==> config.mk <==
export PLATFORM = sky130hd
export DESIGN_NAME = i2c_scl_timing_gen
export DESIGN_NICKNAME = d
export VERILOG_FILES = /design/src/rtl/i2c_tgen_pkg.sv /design/src/rtl/i2c_tgen_timer.sv /design/src/rtl/i2c_tgen_sync.sv /design/src/rtl/i2c_tgen_bank.sv /design/src/rtl/i2c_scl_timing_gen.sv
export SDC_FILE = /design/constraint.sdc
export NUM_CORES = 1
export LEC_CHECK = 0
export ABC_AREA = 1
export BUFFER_PORTS_ARGS = -buffer_cell sky130_fd_sc_hd__buf_2
export CORE_ASPECT_RATIO = 0.6
export CORE_MARGIN = 2
export CORE_UTILIZATION = 48
export DETAILED_ROUTE_END_ITERATION = 16
export GPL_ROUTABILITY_DRIVEN = 0
export PLACE_DENSITY = 0.81
export SLEW_MARGIN = 20
export SYNTH_ARGS = -nofsm -noshare
export SYNTH_HDL_FRONTEND = slang
export SYNTH_SLANG_ARGS = --single-unit
==> constraint.sdc <==
create_clock -name clk -period 2.8 [get_ports clk]
set_input_delay 0.14 -clock clk [delete_from_list [all_inputs] [get_ports clk]]
set_output_delay 0.14 -clock clk [all_outputs]
set_load 0.005 [all_outputs]
==> src/rtl/i2c_tgen_pkg.sv <==
`timescale 1ns/1ps
package i2c_tgen_pkg;

    localparam int FIELD_W = 8;

    typedef enum logic [1:0] {
        OP_START   = 2'd0,
        OP_BIT     = 2'd1,
        OP_RESTART = 2'd2,
        OP_STOP    = 2'd3
    } op_e;

    typedef enum logic [3:0] {
        S_IDLE,
        S_ST_SU,
        S_ST_HD,
        S_PARK,
        S_BIT_LO,
        S_BIT_REL,
        S_BIT_HI,
        S_SP_LO,
        S_SP_REL,
        S_SP_SU,
        S_RS_LO,
        S_RS_REL,
        S_RS_HI
    } state_e;

    typedef struct packed {
        logic [FIELD_W-1:0] div;
        logic [FIELD_W-1:0] scl_lo;
        logic [FIELD_W-1:0] scl_hi;
        logic [FIELD_W-1:0] st_su;
        logic [FIELD_W-1:0] st_hd;
        logic [FIELD_W-1:0] sp_su;
        logic [FIELD_W-1:0] sr_rel;
        logic [FIELD_W-1:0] dat_hd;
    } timing_t;

endpackage

==> src/rtl/i2c_tgen_timer.sv <==
`timescale 1ns/1ps
// Prescaled phase timer: one tick every div+1 clocks; the phase ends on
// the tick where the tick count equals limit.
module i2c_tgen_timer #(
    parameter int W = 8
) (
    input  logic         clk,
    input  logic         rst_n,
    input  logic         clr,
    input  logic [W-1:0] div,
    input  logic [W-1:0] limit,
    input  logic [W-1:0] mark,
    output logic         fin,
    output logic         mark_hit
);
    logic [W-1:0] pre_q;
    logic [W-1:0] cnt_q;
    logic         tick;

    assign tick     = (pre_q == div);
    assign fin      = tick && (cnt_q == limit);
    assign mark_hit = tick && (cnt_q == mark);

    always_ff @(posedge clk or negedge rst_n) begin
        if (!rst_n) begin
            pre_q <= '0;
            cnt_q <= '0;
        end else if (clr) begin
            pre_q <= '0;
            cnt_q <= '0;
        end else if (tick) begin
            pre_q <= '0;
            cnt_q <= cnt_q + 1'b1;
        end else begin
            pre_q <= pre_q + 1'b1;
        end
    end
endmodule

==> src/rtl/i2c_tgen_sync.sv <==
`timescale 1ns/1ps
// SCL input synchroniser plus the release overhead counter (fixed part
// plus filter cycles), counted in raw input clocks.
module i2c_tgen_sync #(
    parameter int STAGES = 2,
    parameter int OVH_W  = 5
) (
    input  logic             clk,
    input  logic             rst_n,
    input  logic             scl_in,
    input  logic             clr,
    input  logic [OVH_W-1:0] ovh_len,
    output logic             scl_high,
    output logic             ovh_done
);
    logic [STAGES-1:0] sync_q;
    logic [OVH_W-1:0]  ovh_q;

    always_ff @(posedge clk or negedge rst_n) begin
        if (!rst_n) sync_q <= '1;
        else        sync_q <= {sync_q[STAGES-2:0], scl_in};
    end

    assign scl_high = sync_q[STAGES-1];
    assign ovh_done = (ovh_q >= (ovh_len - 1'b1));

    always_ff @(posedge clk or negedge rst_n) begin
        if (!rst_n)         ovh_q <= '0;
        else if (clr)       ovh_q <= '0;
        else if (!ovh_done) ovh_q <= ovh_q + 1'b1;
    end
endmodule

==> src/rtl/i2c_tgen_bank.sv <==
`timescale 1ns/1ps
// Decodes both timing banks and tracks the master-code bit count that
// moves high-speed operation from the fast bank to the high-speed bank.
module i2c_tgen_bank
    import i2c_tgen_pkg::*;
#(
    parameter int MC_BITS = 9
) (
    input  logic        clk,
    input  logic        rst_n,
    input  logic        hs_enable,
    input  logic [31:0] fs_w1,
    input  logic [31:0] fs_w2,
    input  logic [31:0] fs_w3,
    input  logic [31:0] hs_w1,
    input  logic [31:0] hs_w2,
    input  logic [31:0] hs_w3,
    input  logic [31:0] hold_w,
    input  logic        start_done,
    input  logic        bit_done,
    input  logic        stop_done,
    output timing_t     sel,
    output logic        hs_active
);
    localparam int MC_W = $clog2(MC_BITS + 1);

    logic [31:0] w1_a [2];
    logic [31:0] w2_a [2];
    logic [31:0] w3_a [2];
    timing_t     dec  [2];
    logic [MC_W-1:0] mc_q;

    assign w1_a[0] = fs_w1;
    assign w1_a[1] = hs_w1;
    assign w2_a[0] = fs_w2;
    assign w2_a[1] = hs_w2;
    assign w3_a[0] = fs_w3;
    assign w3_a[1] = hs_w3;

    for (genvar b = 0; b < 2; b++) begin : g_dec
        assign dec[b].st_su  = w1_a[b][31:24];
        assign dec[b].st_hd  = w1_a[b][23:16];
        assign dec[b].sp_su  = w1_a[b][15:8];
        assign dec[b].scl_lo = w2_a[b][15:8];
        assign dec[b].scl_hi = w2_a[b][7:0];
        assign dec[b].div    = w3_a[b][23:16];
        assign dec[b].sr_rel = w3_a[b][7:0];
        assign dec[b].dat_hd = hold_w[7:0];
    end

    logic unused_fields;
    assign unused_fields = ^{fs_w1[7:0], fs_w2[31:16], fs_w3[31:24], fs_w3[15:8],
                             hs_w1[7:0], hs_w2[31:16], hs_w3[31:24], hs_w3[15:8],
                             hold_w[31:8]};

    assign sel = hs_active ? dec[1] : dec[0];

    always_ff @(posedge clk or negedge rst_n) begin
        if (!rst_n) begin
            hs_active <= 1'b0;
            mc_q      <= '0;
        end else if (!hs_enable || start_done || stop_done) begin
            hs_active <= 1'b0;
            mc_q      <= '0;
        end else if (bit_done && !hs_active) begin
            if (mc_q == MC_W'(MC_BITS - 1)) begin
                hs_active <= 1'b1;
                mc_q      <= '0;
            end else begin
                mc_q <= mc_q + 1'b1;
            end
        end
    end
endmodule

==> src/rtl/i2c_scl_timing_gen.sv <==
`timescale 1ns/1ps
module i2c_scl_timing_gen
    import i2c_tgen_pkg::*;
#(
    parameter int FLT_W       = 3,
    parameter int FLT_DOUBLE  = 0,
    parameter int MC_BITS     = 9,
    parameter int SYNC_STAGES = 2
) (
    input  logic        clk,
    input  logic        rst_n,
    input  logic [31:0] cfg_word,
    input  logic [31:0] fs_w1,
    input  logic [31:0] fs_w2,
    input  logic [31:0] fs_w3,
    input  logic [31:0] hs_w1,
    input  logic [31:0] hs_w2,
    input  logic [31:0] hs_w3,
    input  logic [31:0] hold_w,
    input  logic        hs_enable,
    input  logic        cmd_valid,
    input  logic [1:0]  cmd_op,
    input  logic        scl_in,
    output logic        scl_pull_low,
    output logic        cmd_ready,
    output logic        evt_sda_fall,
    output logic        evt_sda_rise,
    output logic        evt_data,
    output logic        evt_sample,
    output logic        done,
    output logic        hs_bank_active
);
    localparam int FIXED_OVH = 8;
    localparam int OVH_W     = $clog2(FIXED_OVH + ((2**FLT_W) - 1) * 2 + 1);

    state_e  state_q, state_d;
    op_e     op_in, cur_op_q;
    timing_t sel_t, tim_q;
    logic [OVH_W-1:0]   ovh_len_q, ovh_len_d;
    logic [FLT_W-1:0]   flt;
    logic [FIELD_W-1:0] lim, mark;
    logic fin, mark_hit, scl_high, ovh_done, clr, accept;

    logic unused_cfg;
    assign unused_cfg = ^{cfg_word[31:19], cfg_word[15:0]};

    assign op_in     = op_e'(cmd_op);
    assign flt       = cfg_word[16 +: FLT_W];
    assign ovh_len_d = OVH_W'(FIXED_OVH) + (OVH_W'(flt) << FLT_DOUBLE);
    assign clr       = (state_d != state_q);
    assign accept    = cmd_valid &&
                       (((state_q == S_IDLE) && (op_in == OP_START)) ||
                        ((state_q == S_PARK) && (op_in != OP_START)));

    i2c_tgen_bank #(.MC_BITS(MC_BITS)) u_bank (
        .clk        (clk),
        .rst_n      (rst_n),
        .hs_enable  (hs_enable),
        .fs_w1      (fs_w1),
        .fs_w2      (fs_w2),
        .fs_w3      (fs_w3),
        .hs_w1      (hs_w1),
        .hs_w2      (hs_w2),
        .hs_w3      (hs_w3),
        .hold_w     (hold_w),
        .start_done (done && (cur_op_q == OP_START)),
        .bit_done   (done && (cur_op_q == OP_BIT)),
        .stop_done  (done && (cur_op_q == OP_STOP)),
        .sel        (sel_t),
        .hs_active  (hs_bank_active)
    );

    i2c_tgen_timer #(.W(FIELD_W)) u_timer (
        .clk      (clk),
        .rst_n    (rst_n),
        .clr      (clr),
        .div      (tim_q.div),
        .limit    (lim),
        .mark     (mark),
        .fin      (fin),
        .mark_hit (mark_hit)
    );

    i2c_tgen_sync #(.STAGES(SYNC_STAGES), .OVH_W(OVH_W)) u_sync (
        .clk      (clk),
        .rst_n    (rst_n),
        .scl_in   (scl_in),
        .clr      (clr),
        .ovh_len  (ovh_len_q),
        .scl_high (scl_high),
        .ovh_done (ovh_done)
    );

    // Capture of the command's timing set at acceptance.
    always_ff @(posedge clk or negedge rst_n) begin
        if (!rst_n) begin
            tim_q     <= '0;
            ovh_len_q <= OVH_W'(FIXED_OVH);
            cur_op_q  <= OP_START;
        end else if (accept) begin
            tim_q     <= sel_t;
            ovh_len_q <= ovh_len_d;
            cur_op_q  <= op_in;
        end
    end

    // State register.
    always_ff @(posedge clk or negedge rst_n) begin
        if (!rst_n) state_q <= S_IDLE;
        else        state_q <= state_d;
    end

    // Next state and phase limit selection.
    always_comb begin
        state_d = state_q;
        lim     = tim_q.scl_lo;
        mark    = tim_q.dat_hd;
        unique case (state_q)
            S_IDLE:    if (accept) state_d = S_ST_SU;
            S_ST_SU:   begin lim = tim_q.st_su;  if (fin) state_d = S_ST_HD; end
            S_ST_HD:   begin lim = tim_q.st_hd;  if (fin) state_d = S_PARK;  end
            S_PARK: begin
                if (accept) begin
                    unique case (op_in)
                        OP_BIT:     state_d = S_BIT_LO;
                        OP_STOP:    state_d = S_SP_LO;
                        OP_RESTART: state_d = S_RS_LO;
                        default:    state_d = S_PARK;
                    endcase
                end
            end
            S_BIT_LO:  if (fin) state_d = S_BIT_REL;
            S_BIT_REL: if (ovh_done && scl_high) state_d = S_BIT_HI;
            S_BIT_HI:  begin lim = tim_q.scl_hi; if (fin) state_d = S_PARK;  end
            S_SP_LO:   if (fin) state_d = S_SP_REL;
            S_SP_REL:  if (ovh_done && scl_high) state_d = S_SP_SU;
            S_SP_SU:   begin lim = tim_q.sp_su;  if (fin) state_d = S_IDLE;  end
            S_RS_LO:   if (fin) state_d = S_RS_REL;
            S_RS_REL:  if (ovh_done && scl_high) state_d = S_RS_HI;
            S_RS_HI:   begin lim = tim_q.sr_rel; if (fin) state_d = S_ST_SU; end
            default:   state_d = S_IDLE;
        endcase
    end

    // Outputs.
    always_comb begin
        scl_pull_low = 1'b0;
        cmd_ready    = 1'b0;
        evt_sda_fall = 1'b0;
        evt_sda_rise = 1'b0;
        evt_data     = 1'b0;
        evt_sample   = 1'b0;
        done         = 1'b0;
        unique case (state_q)
            S_IDLE:    cmd_ready = 1'b1;
            S_PARK:    begin cmd_ready = 1'b1; scl_pull_low = 1'b1; end
            S_ST_SU:   evt_sda_fall = fin;
            S_ST_HD:   done = fin;
            S_BIT_LO, S_SP_LO, S_RS_LO: begin
                scl_pull_low = 1'b1;
                evt_data     = mark_hit;
            end
            S_BIT_REL: evt_sample = ovh_done && scl_high;
            S_BIT_HI:  done = fin;
            S_SP_SU:   begin evt_sda_rise = fin; done = fin; end
            S_SP_REL, S_RS_REL, S_RS_HI: ;
            default:   ;
        endcase
    end
endmodule

==> impl_metrics.json <==
{
  "die-area_um2": 13700,
  "slew_headroom_pct": 44.9,
  "power_leakage_uw": 0.00380,
  "crit_cells": 19,
  "fmax_mhz": 370,
  "drtIter0Drc": 552,
  "path_clk_slew_ps": 80,
  "final_cell_mix": "nand2_1 (276), buf_2 (136), dfrtp_1 (94)",
  "cp-start-kind": "flip-flop",
  "avgSynthCellArea_um2": 7.46,
  "htree_num_levels": 3,
  "cts_buffer_depth": 2,
  "layout_setup_ws_ps": 95.5,
  "holdPathStages": 3,
  "clkLatencyLatePin_ps": 350,
  "critPathMostFrequentCell": "nand2_2",
  "p_per_area_nw_per_um2": 735,
  "fp.dieH_um": 91.4,
  "critical_path_class": "flip-flop to flip-flop",
  "first_global_vias": 5607,
  "grt_max_degree": 64,
  "dp_slack_ps": 90.3,
  "path_cells": "inv_4 -> nor2_2 -> nand3_1 -> nand2_1 -> nor2_1 -> nand3_1 -> nor2_1 -> nor2_1 -> nand2_2 -> nor2_4 -> nand3_4 -> nand2_2 -> nand2_1 -> nand2_2 -> nand2_2 -> nand2_2 -> nand3_4 -> clkbuf_16 -> nor3_2",
  "dr.pass1.iters": 6,
  "io_pins": 271,
  "layout.nets": 1254,
  "layout_min_cycle_time_ps": 2700,
  "initial_core_util_pct": 50.0,
  "drive_gt1_share_pct": 27.1,
  "synth.distinct_cells": 39,
  "cap_violations": 0,
  "ir_drop_uv": 318,
  "via_count": 6057,
  "drt-total-wl_mm": 17.4,
  "multi_input_area_um2": 3250,
  "seq_area_frac_synth_pct": 41.4,
  "clockRootBuffer": "clkbuf_16",
  "fin_crit_sh_pct": 96.6,
  "grt_util_all_layers_pct": 26.1,
  "finalPower_uw": 5620,
  "crit_buf_inv": 2,
  "status": "complete, no violations",
  "hold_path.class": "input pin to flip-flop",
  "synthesis.area_um2": 6110,
  "path_max_fanout": 8,
  "ys_seq_elements": 101,
  "finalNonFillerCells": 1145,
  "hpwl_mm": 13.0,
  "syn_to_final_growth_pct": 25.0,
  "skew_ps": 14.4,
  "seqCellArea_um2": 2540,
  "finalSetupViolCount": 0,
  "wl_per_cell_um": 15.2,
  "nFillCells": 1084,
  "slowest_delay_ps": 470,
  "fp.coreArea_um2": 12200,
  "r2r_cells": 19,
  "synthesis.nets": 1097,
  "cts_buffers": 9,
  "antenna_found_initial": 0,
  "avgViaCountPerCell": 5.29,
  "globalRouteOverflowTotal": 0,
  "worst_pin_slew_ps": 826,
  "port_buffers": 137,
  "cts_tree": "done",
  "die_x_um": 150,
  "rows": 31,
  "cts_sinks": 101,
  "route.detailed.drc": 0,
  "antenna_cells": 0,
  "cpLargestDelayFamily": "simple AND/OR/NAND/NOR gates",
  "crit_arrival_ps": 2980,
  "drtAntennaViolNets": 0,
  "finalHoldViolCount": 0,
  "cp-end-kind": "flip-flop",
  "slowest_stage": "dfrtp_2",
  "ys.warnings.count": 0,
  "dp_cells": 1116,
  "drv_slew": 0,
  "syn_inst": 819,
  "final_common_cell": "nand2_1",
  "grt_pass1_wl_mm": 27.8,
  "required_ps": 3080
}
## cells by family after synthesis
group	after synthesis	share of synthesized area, %
AOI/OAI and AO/OA	87	8.99
xor gates and xnor gates	18	2.58
adders and majority gates	15	3.07
buffers and inverters	97	6.45
DFF	101	41.4
muxes	1	0.164
and+or+nand+nor	500	37.3
## final timing paths
| kind | start | endpoint | slack [ps] |
|---|---|---|---|
| max | state_q[0]$_DFF_PN0_ | u_timer.pre_q[3]$_DFF_PN0_ | 100 |
| min | hold_w[3] | mark[3]$_DFFE_PN0P_ | 10 |
| max reg2reg | state_q[0]$_DFF_PN0_ | u_timer.pre_q[3]$_DFF_PN0_ | 100 |
| min reg2reg | u_sync.sync_q[0]$_DFF_PN1_ | u_sync.sync_q[1]$_DFF_PN1_ | 370 |
| max in group asynchronous | rst_n | u_sync.sync_q[1]$_DFF_PN1_ | 1530 |
| min in group asynchronous | rst_n | mark[7]$_DFFE_PN0P_ | 430 |
## Yosys cell counts, drive strengths merged
cell type    n  share of area [%]
clkbuf      24                1.5
a211oi       1               0.12
nand2      291                 18
inv         65                4.0
nand4       15                1.5
xor2        17                2.4
a21oi        2               0.35
mux2i        1               0.16
o211ai       2               0.25
xnor2        1               0.14
or2          9               0.92
nor4         2               0.20
o22ai        3               0.31
o21ai       17                1.4
a311oi       1               0.14
a31oi       56                5.7
o2111ai      3               0.43
o21bai       1               0.12
nor2       105                7.7
dfrtp       99                 41
buf          8               0.98
o41ai        1               0.14
ha          15                3.1
dfstp        2               0.86
nand3       49                4.5
nor3        28                4.0
nand3b       1               0.12
## per-layer routing
layer  wire (um)  GRT usage (%)  vias to the layer above
li1            -              -                     2988
met1        8590           41.3                     2759
met2        6780           35.4                      297
met3        1910           6.83                       13
met4         146           4.60                        0
met5           0              0                        -
## through the flow
step / cell area, um2 / utilization, % / TNS, ps / hold WS, ps
after floorplan: 6110 / - / 0 / -156
after global placement: 7100 / 58.1 / 0 / 260
after detailed placement: 7100 / 58.1 / 0 / 256
after CTS: 7440 / 60.9 / 0 / 3.95
after global routing: 7640 / 62.5 / -456 / 19.7
final: 7640 / 62.5 / 0 / 13.0
## cell type report
class	instances	share of cell area [%]
Multi-Input combinational cell	621	42.6
Sequential cell	101	33.2
Timing Repair Buffer	178	14.4
Inverter	65	3.34
Clock buffer	9	2.95
Tap cell	165	2.70
Clock inverter	6	0.754
## registers in the layout, summed over array words and instances, names as in the netlist
| register | cells |
|---|---|
| tim_q | 56 |
| mark | 8 |
| u_timer.cnt_q | 8 |
| u_timer.pre_q | 8 |
| u_sync.ovh_q | 5 |
| state_q | 4 |
| u_bank.mc_q | 4 |
| ovh_len_q | 3 |
| cur_op_q | 2 |
| u_sync.sync_q | 2 |
| u_bank.hs_active | 1 |
## power breakdown
| group | internal, uW | switching (uW) | total, uW | leakage (uW) |
|---|---|---|---|---|
| Sequential | 1930 | 426 | 2360 | 0.00119 |
| Clock | 618 | 598 | 1220 | 0.000139 |
| Combinational | 903 | 1140 | 2040 | 0.00247 |
| Total | 3450 | 2160 | 5620 | 0.00380 |
## worst reg2reg max path, delay by kind of cell, from the launching register on
family                 cells  cell delay, ps
DFF                        1             470
buffers and inverters      2             290
and+or+nand+nor           17            1880
## timing repair
action | 4_1_cts | 5_1_grt
gates resized for setup | 0 | 28
hold endpoints to repair | 64 | 0
setup buffers | 0 | 7
endpoints found under the setup margin | 0 | 29
hold buffers | 6 | 0
Power figures use the tool's default switching activity.
